## src/rtl/twi_irq_pkg.sv

```systemverilog
package twi_irq_pkg;

  localparam int NUM_SRC = 12;

  // source positions in the status word
  localparam int SRC_RX_UNDER  = 0;
  localparam int SRC_RX_OVER   = 1;
  localparam int SRC_RX_FULL   = 2;
  localparam int SRC_TX_OVER   = 3;
  localparam int SRC_TX_EMPTY  = 4;
  localparam int SRC_RD_REQ    = 5;
  localparam int SRC_TX_ABRT   = 6;
  localparam int SRC_RX_DONE   = 7;
  localparam int SRC_ACTIVITY  = 8;
  localparam int SRC_STOP_SEEN = 9;
  localparam int SRC_STRT_SEEN = 10;
  localparam int SRC_GEN_CALL  = 11;

  // sources that mirror a FIFO level rather than latch a pulse
  localparam logic [NUM_SRC-1:0] LEVEL_SRC =
    (NUM_SRC'(1) << SRC_RX_FULL) | (NUM_SRC'(1) << SRC_TX_EMPTY);
  localparam logic [NUM_SRC-1:0] EDGE_SRC = ~LEVEL_SRC;

  // register byte offsets
  localparam int OFS_MASKED   = 'h2C;
  localparam int OFS_MASK     = 'h30;
  localparam int OFS_RAW      = 'h34;
  localparam int OFS_CLR_ALL  = 'h40;
  localparam int OFS_CLR_BASE = 'h44;
  localparam int OFS_CAUSE    = 'h80;

  // abort cause bit positions
  localparam int CZ_ADDR7_NACK   = 0;
  localparam int CZ_ADDR10A_NACK = 1;
  localparam int CZ_ADDR10B_NACK = 2;
  localparam int CZ_DATA_NACK    = 3;
  localparam int CZ_DISABLED     = 11;
  localparam int CZ_ARB_LOST     = 12;

  function automatic bit src_is_level(input int idx);
    return LEVEL_SRC[idx];
  endfunction

  // position of a pulse source among the pulse sources only
  function automatic int clr_rank(input int idx);
    int r;
    r = 0;
    for (int j = 0; j < NUM_SRC; j++) begin
      if (j < idx && !LEVEL_SRC[j]) r++;
    end
    return r;
  endfunction

  function automatic int clr_offset(input int idx);
    return OFS_CLR_BASE + 4 * clr_rank(idx);
  endfunction

endpackage

```

## src/rtl/twi_irq_decode.sv

```systemverilog
module twi_irq_decode
  import twi_irq_pkg::*;
#(
  parameter int ADDR_W = 8
) (
  input  logic              rd_en,
  input  logic              wr_en,
  input  logic [ADDR_W-1:0] addr,
  output logic              hit_masked,
  output logic              hit_mask,
  output logic              hit_raw,
  output logic              hit_clr_all,
  output logic              hit_cause,
  output logic [NUM_SRC-1:0] hit_clr,
  output logic [NUM_SRC-1:0] clr_vec,
  output logic              clr_all,
  output logic              mask_we
);

  assign hit_masked  = (addr == ADDR_W'(OFS_MASKED));
  assign hit_mask    = (addr == ADDR_W'(OFS_MASK));
  assign hit_raw     = (addr == ADDR_W'(OFS_RAW));
  assign hit_clr_all = (addr == ADDR_W'(OFS_CLR_ALL));
  assign hit_cause   = (addr == ADDR_W'(OFS_CAUSE));

  for (genvar i = 0; i < NUM_SRC; i++) begin : g_clr
    if (src_is_level(i)) begin : g_none
      assign hit_clr[i] = 1'b0;
    end else begin : g_addr
      assign hit_clr[i] = (addr == ADDR_W'(clr_offset(i)));
    end
  end

  assign clr_vec = hit_clr & {NUM_SRC{rd_en}};
  assign clr_all = rd_en & hit_clr_all;
  assign mask_we = wr_en & hit_mask;

endmodule

```

## src/rtl/twi_irq_srcbit.sv

```systemverilog
module twi_irq_srcbit #(
  parameter bit IS_LEVEL = 1'b0
) (
  input  logic clk,
  input  logic rst_n,
  input  logic set_i,
  input  logic clr_i,
  output logic q_o
);

  if (IS_LEVEL) begin : g_level
    logic unused_lvl;
    assign unused_lvl = clk ^ rst_n ^ clr_i;
    assign q_o = set_i;
  end else begin : g_latch
    logic q_r;
    // a new event has priority over a clear in the same cycle
    always_ff @(posedge clk or negedge rst_n) begin
      if (!rst_n)      q_r <= 1'b0;
      else if (set_i)  q_r <= 1'b1;
      else if (clr_i)  q_r <= 1'b0;
    end
    assign q_o = q_r;
  end

endmodule

```

## src/rtl/twi_irq_cause.sv

```systemverilog
module twi_irq_cause #(
  parameter int CAUSE_W = 13
) (
  input  logic               clk,
  input  logic               rst_n,
  input  logic               capture_i,
  input  logic [CAUSE_W-1:0] reason_i,
  input  logic               wipe_i,
  output logic [CAUSE_W-1:0] cause_o
);

  logic [CAUSE_W-1:0] cause_r;

  function automatic logic [CAUSE_W-1:0] next_cause(
    input logic [CAUSE_W-1:0] cur,
    input logic               cap,
    input logic [CAUSE_W-1:0] rsn,
    input logic               wipe
  );
    logic [CAUSE_W-1:0] base;
    base = wipe ? '0 : cur;
    return cap ? (base | rsn) : base;
  endfunction

  always_ff @(posedge clk or negedge rst_n) begin
    if (!rst_n) cause_r <= '0;
    else        cause_r <= next_cause(cause_r, capture_i, reason_i, wipe_i);
  end

  assign cause_o = cause_r;

endmodule

```

## src/rtl/twi_irq_unit.sv

```systemverilog
module twi_irq_unit
  import twi_irq_pkg::*;
#(
  parameter int ADDR_W  = 8,
  parameter int DATA_W  = 16,
  parameter int CAUSE_W = 13
) (
  input  logic               clk,
  input  logic               rst_n,
  input  logic               rd_en,
  input  logic               wr_en,
  input  logic [ADDR_W-1:0]  addr,
  input  logic [DATA_W-1:0]  wdata,
  output logic [DATA_W-1:0]  rdata,
  input  logic [11:0]        src_i,
  input  logic [CAUSE_W-1:0] abort_src_i,
  output logic               irq
);

  localparam int N = NUM_SRC;

  logic              hit_masked, hit_mask, hit_raw, hit_clr_all, hit_cause;
  logic [N-1:0]      hit_clr;
  logic [N-1:0]      clr_vec;
  logic              clr_all;
  logic              mask_we;
  logic [N-1:0]      raw_stat;
  logic [N-1:0]      mask_q;
  logic [N-1:0]      masked_stat;
  logic [CAUSE_W-1:0] cause_q;
  logic              cause_wipe;
  logic              unused_wdata;

  twi_irq_decode #(.ADDR_W(ADDR_W)) u_dec (
    .rd_en       (rd_en),
    .wr_en       (wr_en),
    .addr        (addr),
    .hit_masked  (hit_masked),
    .hit_mask    (hit_mask),
    .hit_raw     (hit_raw),
    .hit_clr_all (hit_clr_all),
    .hit_cause   (hit_cause),
    .hit_clr     (hit_clr),
    .clr_vec     (clr_vec),
    .clr_all     (clr_all),
    .mask_we     (mask_we)
  );

  for (genvar i = 0; i < N; i++) begin : g_src
    twi_irq_srcbit #(.IS_LEVEL(src_is_level(i))) u_bit (
      .clk   (clk),
      .rst_n (rst_n),
      .set_i (src_i[i]),
      .clr_i (clr_vec[i] | clr_all),
      .q_o   (raw_stat[i])
    );
  end

  always_ff @(posedge clk or negedge rst_n) begin
    if (!rst_n)       mask_q <= '0;
    else if (mask_we) mask_q <= wdata[N-1:0];
  end

  assign unused_wdata = ^wdata[DATA_W-1:N];

  assign cause_wipe = clr_vec[SRC_TX_ABRT] | clr_all;

  twi_irq_cause #(.CAUSE_W(CAUSE_W)) u_cause (
    .clk       (clk),
    .rst_n     (rst_n),
    .capture_i (src_i[SRC_TX_ABRT]),
    .reason_i  (abort_src_i),
    .wipe_i    (cause_wipe),
    .cause_o   (cause_q)
  );

  assign masked_stat = raw_stat & mask_q;
  assign irq         = |masked_stat;

  always_comb begin
    rdata = '0;
    if (rd_en) begin
      if (hit_masked)  rdata = DATA_W'(masked_stat);
      if (hit_mask)    rdata = DATA_W'(mask_q);
      if (hit_raw)     rdata = DATA_W'(raw_stat);
      if (hit_cause)   rdata = DATA_W'(cause_q);
      if (hit_clr_all) rdata = DATA_W'(|raw_stat);
      for (int i = 0; i < N; i++) begin
        if (hit_clr[i]) rdata = DATA_W'(raw_stat[i]);
      end
    end
  end

endmodule

```

## config.mk

```make
export PLATFORM = sky130hd
export DESIGN_NAME = twi_irq_unit
export DESIGN_NICKNAME = d
export VERILOG_FILES = /design/src/rtl/twi_irq_pkg.sv /design/src/rtl/twi_irq_decode.sv /design/src/rtl/twi_irq_srcbit.sv /design/src/rtl/twi_irq_cause.sv /design/src/rtl/twi_irq_unit.sv
export SDC_FILE = /design/constraint.sdc
export NUM_CORES = 1
export LEC_CHECK = 0
export BUFFER_PORTS_ARGS = -buffer_cell sky130_fd_sc_hd__buf_4
export CORE_MARGIN = 10
export CORE_UTILIZATION = 55
export CTS_BUF_LIST = sky130_fd_sc_hd__clkbuf_4 sky130_fd_sc_hd__clkbuf_8
export CTS_CLUSTER_DIAMETER = 60
export DETAILED_ROUTE_END_ITERATION = 10
export GPL_ROUTABILITY_DRIVEN = 0
export GPL_TIMING_DRIVEN = 0
export MAX_ROUTING_LAYER = met4
export PLACE_DENSITY = 0.86
export SETUP_SLACK_MARGIN = 0.4
export SLEW_MARGIN = 5
export SYNTH_ARGS = -nofsm -noshare
export SYNTH_HDL_FRONTEND = slang
export SYNTH_SLANG_ARGS = --single-unit
export TNS_END_PERCENT = 30
```

## constraint.sdc

```tcl
create_clock -name clk -period 3.05 [get_ports clk]
set_input_delay 0.4575 -clock clk [delete_from_list [all_inputs] [get_ports clk]]
set_output_delay 0.4575 -clock clk [all_outputs]
set_load 0.02 [all_outputs]
```

Yosys cells after proc, flatten, opt, wreduce, memory -nomap -nowiden
Cells that the tools add are included.

Register bits: 35. Bits of input ports: 53. Output and inout bits: 17. Logic and storage cells: 92.

Equality and inequality tests: 15. Multiplexer cells: 38. Bitwise operators: 15. Reduce and logical (&&, ||, !) cells: 12.

Operators with widths (count): two-way mux 16 bit (15); == test 8 x 7 -> 1 bit (second input constant) (11); two-way mux 13 bit (2); bitwise AND 12 bit (2); == test 8 x 6 -> 1 bit (second input constant) (3); OR reduction 12 bit (2); two-way mux 1 bit (20); nonzero test 2 bit (10); bitwise OR 13 bit (1); two-way mux 12 bit (1); bitwise OR 1 bit (10); == test 8 bit (second input constant) (1); bitwise AND 1 bit (2).

Longest topological paths before layout
Gate-level depths: netlist of run 1.

Depth after elaboration: 17. Depth in mapped cells: 7. Depth with buffers taken out: 5.

Hierarchy
Synthesis of run 1 repeated with hierarchy kept, for this count alone.

Cell total of the unflattened synthesis: 290. Area total of the unflattened synthesis: 2488.6 um^2.

Modules (own cells, without submodules): twi_irq_unit (instances 1, cells each 153, area each 1186.1 um^2, sequential area each 300.3 um^2); twi_irq_cause (instances 1, cells each 54, area each 548.0 um^2, sequential area each 325.3 um^2); twi_irq_decode (instances 1, cells each 51, area each 376.6 um^2, sequential area each 0.0 um^2); twi_irq_srcbit at g_src[0].u_bit ... (instances 10, cells each 3, area each 36.3 um^2, sequential area each 25.0 um^2); twi_irq_srcbit at g_src[2].u_bit ... (instances 2, cells each 1, area each 7.5 um^2, sequential area each 0.0 um^2).

Worst setup path after synthesis of run 1
OpenSTA, ideal clock, no wires.

Path type: input to output. Start point: input addr[2]. End point: output rdata[10]. Data arrival time: 1830 ps. Required time: 2592 ps. Setup slack: 762 ps. Stages on the path: 6. Path buffers: 2. Cells stage by stage: buf_2 -> nor2_1 -> and4_1 -> clkbuf_1 -> a22oi_1 -> a21oi_1.

Cells in the longest elaborated chain, start to end: 17. Elaborated cells on any way between the ends: 31. Those cells by class: eq/ne (15); mux (16).

RTL lines: start, declared (RTL line twi_irq_unit.sv:12) `input logic [ADDR_W-1:0] addr,`; == test 8 x 6 -> 1 bit (RTL line twi_irq_decode.sv:20) `assign hit_masked = (addr == ADDR_W'(OFS_MASKED));`; two-way mux 12 bit (RTL line twi_irq_unit.sv:83) `if (hit_masked) rdata = DATA_W'(masked_stat);`; two-way mux 16 bit (RTL line twi_irq_unit.sv:84) `if (hit_mask) rdata = DATA_W'(mask_q);`; two-way mux 16 bit (RTL line twi_irq_unit.sv:85) `if (hit_raw) rdata = DATA_W'(raw_stat);`; two-way mux 16 bit (RTL line twi_irq_unit.sv:86) `if (hit_cause) rdata = DATA_W'(cause_q);`; two-way mux 16 bit (RTL line twi_irq_unit.sv:87) `if (hit_clr_all) rdata = DATA_W'(|raw_stat);`; two-way mux 16 bit (9 in series) (RTL line twi_irq_unit.sv:89) `if (hit_clr[i]) rdata = DATA_W'(raw_stat[i]);`; two-way mux 16 bit * (RTL line twi_irq_unit.sv:89); two-way mux 16 bit * (RTL line twi_irq_unit.sv:82) `if (rd_en) begin`; end, declared (RTL line twi_irq_unit.sv:14) `output logic [DATA_W-1:0] rdata,`.

Every way passes the cells marked *; elsewhere a longest branch is shown, timed or not.

Worst setup path in the final report of run 1
Start point: input addr[5]. End point: output rdata[7].

Same word-level chain as after synthesis.

==> metrics.md, run 1 <==
| Metric | Value |
|---|---|
| Routed Antenna Nets | 0 |
| Leading area contributor after synthesis | dfrtp_1 |
| Req. time, crit path | approximately 2.6 ns |
| Core footprint | about 3700 sq um |
| CTS Buf Count | 5 |
| CTS clk-pin slew, worst paths | roughly 0.080 ns |
| Setup Skew | 0 ns |
| Unique masters post-synth | 46 |
| Seq/Total Area, Yosys | 0.409 |
| Clk sink count | 35 |
| Initial antenna violation count | 0 |
| Half-perimeter wire length after placement | between 4 and 5 mm |
| Main combinational cell family by area after synthesis | compound AO/OA/AOI/OAI gates |
| Synth Area in Compound Gates | 0.262 |
| Total GRT Usage | 0.207 |
| Largest cells by area after synthesis | dfrtp_1 41%, mux2_2 7.4%, a22o_1 6.5% |
| Post-synth top cells | 35 x dfrtp_1, 16 x a21o_1, 16 x a22o_1, 16 x nand2_1, 14 x mux2_2 |
| Top_reg_cell synth | dfrtp_1 |
| Power Total | between 1 and 1.5 mW |
| Count leader, synth | dfrtp_1 |
| # setup viols final | 0 |
| Sequential Power Share | 0.450 |
| Starting Density | 0.577 |
| Nets@finish | 342 |
| Vias in the first global route | 2060 |
| I/O pin count | 70 |
| Switching share of total power | 0.256 |
| Syn. warnings | 0 |
| Die Wd | roughly 80 um |
| Worst EP arrival | 2.12 ns |
| Nature of the critical path endpoint | primary output |
| Placed inst area | 2680 sq um |
| Clk_lat worst skew | ~0.30 ns |
| Max cap viols | 0 |
| Number of buffers added on ports | 62 |
| Largest net degree at the start of global routing | 36 |
| Power Dens Cells | 384 nW/um^2 |
| Syn avg cell area | 9.92 sq um |
| Top cell type's share of synthesized area | 0.409 |
| WHS | around 0.088 ns |
| H-tree depth | 2 |
| Worst setup SP type | primary input |
| Post-DR vias/cell | approximately 6.4 |
| Inserted Diodes | 0 |
| Yosys reg bits | 35 |
| Simple-gate share of the synthesized area | 0.202 |
| CTS Buffer Depth | 2 |
| CTS tree | done |
| Maximum vdd drop | roughly 0.33 mV |
| Layout fillers | approximately 290 |
| Post-synthesis xor/xnor area fraction | 0.00409 |
| Final period utilization | 0.846 |
| Total negative slack | 0 ns |
| CTS Root Cell | clkbuf_8 |
| Area occupied by multi-input gates | around 1200 sq um |
| Post-synth design cell area | roughly 2100 sq um |
| Asr flop ratio synth | 1.00 |
| Total congestion overflow | 0 |
| Register Area | between 800 and 900 sq um |
| Full die area | ~6800 sq um |
| Mux share of post-synthesis cell area | 0.0782 |
| FMAX | 388 MHz |
| End-of-flow core utilization | 0.758 |
| RSZ-0062 raised after global routing | true |
| Syn-to-layout area delta | 31.3% |
| Outcome | completed |
| Worst min path class | primary input to asynchronous set/reset pin |
| Post-synthesis cell count | 216 |
| Static Leakage | 1.31 nW |
| Clock group share of total power | 0.402 |
| Layout cell share with drive strength beyond 1 | 0.379 |
| Tmin final | 2.58 ns |
| Wirelength per Cell | approximately 20 um |
| Post-synth EDFFs | 0 |
| Sw Pwr | about 280 uW |
| Final instance area | 2820 sq um |
| First-pass DRT Iterations | 5 |
| Via count | between 2k and 2.5k |
| Fin. Hold Viols | 0 |
| Post-Synth Adder-Cell Area | 0 |
| Number of core rows | 22 |
| Final Max Slew Viols | 0 |
| CP Class | primary input to primary output |
| Final WL | between 6 and 7 mm |
| Int Pwr | about 800 uW |
| # DRC | 0 |
| Crit-path max FO | 10 |
| DRT iter0 DRCs | approximately 300 |
| Comb pwr share | 0.147 |
| First-pass GRT wire length | 10.4 mm |
| Die height | about 82 um |
stage by stage:
step / setup slack (ns) / instances
final: 0.471 / 338
after floorplan: 0.762 / 218
after global routing: 0.367 / 338
after global placement: 0.315 / 328
after detailed placement: 0.308 / 328
after CTS: 0.463 / 336
state kept, by name (all words and copies together), names as in the netlist:
register and cells:
u_cause.cause_o 13, mask_q 12, g_src.u_bit.q_o 10
cells by family after synthesis:
group                     after synthesis
xor gates and xnor gates                1
other                                   1
and+or+nand+nor                        70
DFF                                    35
buffers and inverters                  18
AOI/OAI and AO/OA                      76
muxes                                  15
worst paths after layout:
check                                     from                  end  slack (ns)  cells past startpoint
min reg2reg                u_cause.cause_o[12]  u_cause.cause_o[12]        0.50                      1
max reg2reg                          mask_q[9]            mask_q[9]        2.20                      1
min                                      rst_n   g_src[0].u_bit.q_o        0.09                      1
max in group asynchronous                rst_n  g_src[10].u_bit.q_o        2.64                      1
max                                    addr[5]             rdata[7]        0.47                      8
min in group clk                      src_i[9]   g_src[9].u_bit.q_o        0.34                      2
timing repair:
action | 4_1_cts | 5_1_grt
resized for setup | 2 | 3
hold buffers | 0 | 0
endpoints found under the hold margin | 0 | 0
buffers inserted | 0 | 2
pin swaps | 0 | 2
setup endpoints to repair | 8 | 12
power by group through the flow:
| stage | logic (mW) | registers, mW | clock network [mW] |
|---|---|---|---|
| floorplan | 0.0676 | 0.490 | 0 |
| global placement | 0.152 | 0.494 | 0 |
| detailed placement | 0.154 | 0.495 | 0 |
| CTS | 0.155 | 0.485 | 0.437 |
| global route | 0.174 | 0.487 | 0.462 |
| finish | 0.159 | 0.486 | 0.434 |
cells in the final DEF, fill, tap and decap left out, types with 5 or more instances in the layout:
cell      count
nand3_1       5
a21oi_1      11
buf_4        68
a22oi_1      10
a21o_1       16
o211ai_1      5
mux2_2       14
a22o_1       16
buf_2         8
nor2_1        5
nand4_1       6
clkbuf_8      5
nand2_1      16
dfrtp_1      35
layer usage:
layer	up-vias	global-route usage	part of all wire
li1	977	-	-
met1	1027	0.275	0.43
met2	124	0.278	0.45
met3	25	0.0475	0.085
met4	0	0.124	0.037
met5	-	-	0
layout make-up:
cell class	instances	share of cell area
clock buffer	5	0.0244
timing repair buffer	64	0.171
sequential	35	0.311
tap	48	0.0213
inverter	2	0.00267
buffer	16	0.0311
clock inverter	3	0.0169
multi-input combinational	165	0.422
critical path, cell delays in order:
cell and delay, ns:
buf_4 0.14, nor3b_4 0.38, nor2b_1 0.21, o21ai_1 0.07
o211ai_1 0.30, buf_2 0.30, nor2_1 0.10, buf_4 0.17
No activity file was read; power rests on OpenSTA's default activity.
==> run 2, diff against run 1 <==
- ABC_AREA: not set -> 1
- CORE_UTILIZATION: 55 -> 48
- PLACE_DENSITY: 0.86 -> 0.78
- clock period: 3.05 -> 2.3 ns (I/O delays scaled with it)
==> metrics.md, run 2 <==
| Metric | Value |
|---|---|
| CP peak stage delay | 0.45 ns (+0.07 ns) |
| Layout fillers | 369 (+26%) |
| Number of buffers added on ports | 61 (-1.6%) |
| Top delay family on crit path | simple AND/OR/NAND/NOR gates |
| Final WL | 7.34 mm (+12%) |
| Die height | 89.7 um (+8.8%) |
| Total negative slack | 0 ns (unchanged) |
| CTS tree | done |
| Worst min path class | primary input to asynchronous set/reset pin |
| Crit-path max FO | 4 (-6) |
| RSZ-0062 raised after global routing | true |
| Clock group share of total power | 0.361 (-0.041) |
| Tmin final | about 2.2 ns |
| Flop2flop setup slack | 1.40 ns (-0.80 ns) |
| Largest net degree at the start of global routing | 36 (unchanged) |
| I/O pin count | 70 (unchanged) |
| Syn. warnings | 0 (unchanged) |
| Seq/Total Area, Yosys | 0.376 (-0.0327) |
| Layout cell share with drive strength beyond 1 | 0.448 (+0.0690) |
| CP cell instances | nand2_2 -> inv_1 -> nand3_1 -> nand3_1 -> nand2_1 -> nand4_1 -> nor2_1 -> nand4_1 -> nand2_1 -> nand3_2 -> nand2_2 -> inv_2 -> buf_6 |
| Commonest non-fill, non-tap cells in the layout | 81 x buf_4, 53 x nand2_1, 35 x dfrtp_1 |
| Int Pwr | 990 uW (+23%) |
| Total congestion overflow | 0 (unchanged) |
| Top cell type's share of synthesized area | 0.376 (-0.0327) |
| Vias in the first global route | 2408 (+17%) |
| Initial antenna violation count | 0 (unchanged) |
| H-tree depth | 2 (unchanged) |
| First-pass DRT Iterations | 4 (-1) |
| Req. time, crit path | 1.96 ns (-0.63 ns) |
| Final Max Slew Viols | 0 (unchanged) |
| Syn-to-layout area delta | 39.3% |
| CTS Buf Count | 5 (unchanged) |
| Outcome | finished, violations left |
| WHS | -0.00935 ns (-0.0976 ns) |
| Area occupied by multi-input gates | 1340 sq um (+13%) |
| Static Leakage | 1.54 nW (+18%) |
| Power Total | 1.35 mW (+25%) |
| Post-synth EDFFs | 0 (unchanged) |
| Number of core rows | 25 (+14%) |
| Yosys reg bits | 35 (unchanged) |
| Post-DR vias/cell | 5.41 (-15%) |
| Worst EP arrival | 1.84 ns (-0.28 ns) |
| CTS clk-pin slew, worst paths | 0.08 ns (about the same) |
| Largest cells by area after synthesis | dfrtp_1 38%, nand2_1 10%, mux2_1 4.8% |
| Switching share of total power | 0.266 (+0.00942) |
| Clk_lat worst skew | 0.28 ns (-0.02 ns) |
| DRT iter0 DRCs | 264 (-14%) |
| Top_reg_cell synth | dfrtp_1 |
| Post-synthesis cell count | 289 (+34%) |
| # DRC | 0 (unchanged) |
| Worst slew pin tran | about 0.5 ns |
| Violated checks | negative hold slack |
| Register Area | 876 sq um (unchanged) |
| Worst relative slew slack | 0.666 |
| Starting Density | 0.493 (-0.0835) |
| FF-to-FF path depth | 2 (+1) |
| Setup Skew | 0 ns (unchanged) |
| Worst setup SP type | flop |
| # setup viols final | 0 (unchanged) |
| Core footprint | 4720 sq um (+27%) |
| Post-synth design cell area | 2330 sq um (+8.7%) |
| CP max-delay cell | dfrtp_1 |
| CTS Buffer Depth | 2 (unchanged) |
| Layout Cells excl Fill | 444 (+31%) |
| Wirelength per Cell | 16.5 um (-15%) |
| Max cap viols | 0 (unchanged) |
| Via count | 2403 (+12%) |
| Nature of the critical path endpoint | primary output |
| Syn avg cell area | 8.06 sq um (-19%) |
| Nets@finish | 429 (+25%) |
| Clk sink count | 35 (unchanged) |
| Max reg flops | 13 (unchanged) |
| FMAX | around 460 MHz |
| Half-perimeter wire length after placement | 5.35 mm (+8.7%) |
| Post-synth top cells | 62 x nand2_1, 35 x dfrtp_1, 27 x inv_1, 20 x nor2_1, 12 x a21oi_1 |
| Maximum vdd drop | 0.331 mV (+1.3%) |
| Routed Antenna Nets | 0 (unchanged) |
| Sequential Power Share | 0.475 (+0.025) |
| Unique masters post-synth | 37 (-20%) |
| CP Class | flop to primary output |
| Leading area contributor after synthesis | dfrtp_1 |
| CTS Root Cell | clkbuf_8 |
| Asr flop ratio synth | 1.00 (unchanged) |
| Total GRT Usage | 0.185 (-0.0217) |
| Fin. Hold Viols | 11 (+11) |
| Launching point of the worst reg2reg path | g_src[5].u_bit.q_o |
| Sw Pwr | 359 uW (+30%) |
| WP buf/inv | 3 (unchanged) |
| Inserted Diodes | 0 (unchanged) |
| Placed cells | 419 (+28%) |
| Commonest non-fill, non-tap cell in the layout | buf_4 |
| Comb pwr share | 0.164 (+0.017) |
| Full die area | 8040 sq um (+18%) |
| Final period utilization | 0.949 |
| Die Wd | 89.7 um (+8.8%) |
| Power Dens Cells | 416 nW/um^2 (+8.4%) |
| Count leader, synth | nand2_1 |
| First-pass GRT wire length | 11.4 mm (+9.1%) |
| Critical R2R Capture | g_src[5].u_bit.q_o |
run 2: worst max-delay path by stage:
stage / from / endpoint / slack [ns] / cells after the start
floorplan: addr[2] / rdata[4] / 0.37 / 10
detailed placement: addr[2] / rdata[9] / 0.11 / 12
global placement: addr[2] / rdata[9] / 0.12 / 12
finish: g_src[0].u_bit.q_o / rdata[0] / 0.12 / 13
global route: g_src[0].u_bit.q_o / rdata[0] / 0.002 / 13
CTS: addr[1] / rdata[0] / 0.20 / 15
run 2: power by group through the flow:
stage | Clock (mW) | Combinational, mW | Sequential (mW)
after floorplan | 0 | 0.0892 | 0.648
after global placement | 0 | 0.191 | 0.652
after detailed placement | 0 | 0.196 | 0.652
after CTS | 0.489 | 0.206 | 0.640
after global routing | 0.521 | 0.241 | 0.642
final | 0.487 | 0.221 | 0.641
run 2: final cells by class:
type | count | area share
well taps | 67 | 0.0258
multi-input cells | 203 | 0.413
clock inverters | 1 | 0.00270
clock buffers | 7 | 0.0278
flip-flops and latches | 35 | 0.270
inverters | 41 | 0.0528
repair buffers | 78 | 0.181
plain buffers | 12 | 0.0270
run 2: kinds of logic after synthesis:
logic type / Yosys count / share of synthesized area
other: 1 / 0.00161
AOI/OAI and AO/OA: 58 / 0.178
muxes: 12 / 0.0580
DFF: 35 / 0.376
buffers and inverters: 53 / 0.103
and+or+nand+nor: 130 / 0.283
run 2: worst register-to-register path, stage by stage, from the launching register on:
cell and delay [ns]:
dfrtp_1 0.41, buf_4 0.16, a31o_2 0.23
run 2: timing repair:
item,4_1_cts,5_1_grt
cloned,0,1
buffers inserted,12,4
gates resized for setup,15,30
pin swaps,12,17
hold buffers,0,0
endpoints found under the setup margin,13,14
run 2: stage by stage:
| step | hold slack [ns] | cell area [sq um] | setup slack [ns] | utilization |
|---|---|---|---|---|
| final | -0.00935 | 3240 | 0.118 | 0.687 |
| after global routing | 0.0249 | 3240 | 0.00166 | 0.687 |
| after CTS | 0.0133 | 3120 | 0.203 | 0.660 |
| after detailed placement | 0.321 | 2880 | 0.106 | 0.611 |
| after global placement | 0.315 | 2880 | 0.124 | 0.611 |
| after floorplan | 0.0494 | 2340 | 0.366 | - |
run 2: routing by layer:
metal / GRT usage / wire [um] / vias to the layer above
met5: - / 0 / -
met4: 0.0607 / 211 / 0
met3: 0.0397 / 656 / 22
met2: 0.297 / 3620 / 133
met1: 0.227 / 2860 / 1110
li1: - / - / 1138
==> run 3, diff against run 2 <==
- RECOVER_POWER: not set -> 25
==> metrics.md, run 3 (synthesis results as in run 2) <==
| Metric | Value |
|---|---|
| Syn-to-layout area delta | 39.1% |
| M3 GR Usage | 0.0397 (unchanged) |
| Setup Skew | 0 ns (unchanged) |
| Comb pwr share | 0.164 (about the same) |
| Post-DR vias/cell | 5.42 (about the same) |
| Grt peak-use layer | met2 |
| Total GRT Usage | 0.185 (unchanged) |
| Worst min path class | primary input to flop |
| Core footprint | 4720 sq um (unchanged) |
| Routed Antenna Nets | 0 (unchanged) |
| CP Class | flop to primary output |
| Max cap viols | 1 (+1) |
| CTS Buffer Depth | 2 (unchanged) |
| H-tree depth | 2 (unchanged) |
| First-pass GRT wire length | 11.4 mm (unchanged) |
| Power Total | 1.35 mW (about the same) |
| Placed inst area | 2880 sq um (unchanged) |
| Flop2flop setup slack | 1.40 ns (about the same) |
| RSZ-0062 raised after global routing | true |
| Worst relative slew slack | -0.236 (-0.902) |
| CTS tree | done |
| Half-perimeter wire length after placement | 5.35 mm (unchanged) |
| Layout cell share with drive strength beyond 1 | 0.446 (-0.00265) |
| Sequential Power Share | 0.475 (about the same) |
| Maximum vdd drop | 0.331 mV (about the same) |
| Worst EP arrival | 1.84 ns (about the same) |
| Total negative slack | 0 ns (unchanged) |
| I/O pin count | 70 (unchanged) |
| Power Dens Cells | 416 nW/um^2 (about the same) |
| Fin. Hold Viols | 0 (-11) |
| Nets@finish | 429 (unchanged) |
| CP max-delay cell | dfrtp_1 |
| Final period utilization | 0.948 (about the same) |
| First-pass DRT Iterations | 4 (unchanged) |
| CTS Root Cell | clkbuf_8 |
| Initial antenna violation count | 0 (unchanged) |
| Violated checks | max-capacitance violations, max-slew violations |
| Worst slew pin tran | 1.85 ns (+1.35 ns) |
| Layout fillers | 368 (-0.27%) |
| Wirelength per Cell | 16.5 um (about the same) |
| Int Pwr | 989 uW (about the same) |
| Commonest non-fill, non-tap cells in the layout | 80 x buf_4, 53 x nand2_1, 35 x dfrtp_1 |
| CTS clk-pin slew, worst paths | 0.07 ns (about the same) |
| Crit-path max FO | 4 (unchanged) |
| Req. time, crit path | 1.96 ns (about the same) |
| Commonest non-fill, non-tap cell in the layout | buf_4 |
| Clock group share of total power | 0.361 (about the same) |
| Final WL | 7.34 mm (about the same) |
| Tmin final | 2.18 ns (-0.000393 ns) |
| Inserted Diodes | 0 (unchanged) |
| FF-to-FF path depth | 2 (unchanged) |
| Largest net degree at the start of global routing | 36 (unchanged) |
| Outcome | finished, violations left |
| Max reg flops | 13 (unchanged) |
| DRT iter0 DRCs | 264 (unchanged) |
| Met2 Track Usage GR | 0.297 (unchanged) |
| CP peak stage delay | 0.45 ns (about the same) |
| HP Start | src_i[9] |
| CTS Buf Count | 5 (unchanged) |
| # DRC | 0 (unchanged) |
| Number of buffers added on ports | 61 (unchanged) |
| Worst setup SP type | flop |
| Global Route met1 Usage | 0.227 (unchanged) |
| FMAX | 458 MHz (about the same) |
| Sw Pwr | 359 uW (about the same) |
| Die height | 89.7 um (unchanged) |
| Crit path capture | rdata[0] |
| Nature of the critical path endpoint | primary output |
| Clk_lat worst skew | 0.28 ns (about the same) |
| # setup viols final | 0 (unchanged) |
| Die Wd | 89.7 um (unchanged) |
| Total congestion overflow | 0 (unchanged) |
| Final Max Slew Viols | 36 (+36) |
| Via count | 2405 (+0.083%) |
| Crit path from | g_src[0].u_bit.q_o |
| CP cell instances | nand2_2 -> inv_1 -> nand3_1 -> nand3_1 -> nand2_1 -> nand4_1 -> nor2_1 -> nand4_1 -> nand2_1 -> nand3_2 -> nand2_2 -> inv_2 -> buf_6 |
| Clk sink count | 35 (unchanged) |
| Vias in the first global route | 2408 (unchanged) |
| Number of core rows | 25 (unchanged) |
| Static Leakage | 1.54 nW (-0.24%) |
| Critical R2R Capture | g_src[5].u_bit.q_o |
| Switching share of total power | 0.266 (about the same) |
| Launching point of the worst reg2reg path | g_src[5].u_bit.q_o |
| Final instance area | 3240 sq um (-0.12%) |
| Starting Density | 0.493 (unchanged) |
| Full die area | 8040 sq um (unchanged) |
[run 3: changes by cell type in the layout (fill, tap and decap cells not counted)]
cell / previous run / this run
buf_4: 81 / 80
clkbuf_1: 3 / 4
[run 3: worst max-delay path: cells and delay by family, from the launching register on]
family                 cells  cell delay [ns]
buffers and inverters      3             0.19
DFF                        1             0.45
and+or+nand+nor           10             0.90
[run 3: how the worst min path moves through the flow]
stage / cells past startpoint / to / slack [ns]
final: 2 / g_src[9].u_bit.q_o / 0.24
after floorplan: 0 / g_src[0].u_bit.q_o / 0.05
after CTS: 1 / u_cause.cause_o[1] / 0.01
after global placement: 1 / u_cause.cause_o[11] / 0.31
after detailed placement: 1 / u_cause.cause_o[1] / 0.32
after global routing: 2 / g_src[3].u_bit.q_o / 0.25
[run 3: repair_timing]
| item | 4_1_cts | 5_1_grt |
|---|---|---|
| pin swaps | 12 | 17 |
| cloned | 0 | 1 |
| hold buffers | 0 | 0 |
| resized for setup | 15 | 30 |
| endpoints found under the setup margin | 13 | 14 |
| setup buffers | 12 | 4 |
[run 3: cell type report]
cell class                      count  area (sq um)  area share
Multi-Input combinational cell    203          1340       0.414
Clock inverter                      1          8.76     0.00270
Buffer                             12          87.6      0.0270
Tap cell                           67          83.8      0.0259
Sequential cell                    35           876       0.270
Timing Repair Buffer               78           583       0.180
Clock buffer                        7          90.1      0.0278
Inverter                           41           171      0.0529
[run 3: per-stage QoR]
| step | setup WS, ns | instances | hold WS (ns) | util |
|---|---|---|---|---|
| CTS | 0.203 | 439 | 0.0133 | 0.660 |
| detailed placement | 0.106 | 419 | 0.321 | 0.611 |
| floorplan | 0.366 | 291 | 0.0494 | - |
| global route | 0.00166 | 444 | 0.248 | 0.686 |
| global placement | 0.124 | 419 | 0.315 | 0.611 |
| finish | 0.119 | 444 | 0.243 | 0.686 |
[run 3: metal layers]
layer / wire [um] / vias to the layer above / part of all wire
met1: 2850 / 1114 / 0.39
met2: 3630 / 131 / 0.49
li1: - / 1138 / -
met3: 641 / 22 / 0.087
met5: 0 / - / 0
met4: 211 / 0 / 0.029
[run 3: power by group through the flow]
stage,Combinational [mW],Sequential (mW),Clock (mW)
after global placement,0.191,0.652,0
after floorplan,0.0892,0.648,0
after CTS,0.206,0.640,0.489
final,0.221,0.641,0.487
after global routing,0.240,0.642,0.521
after detailed placement,0.196,0.652,0
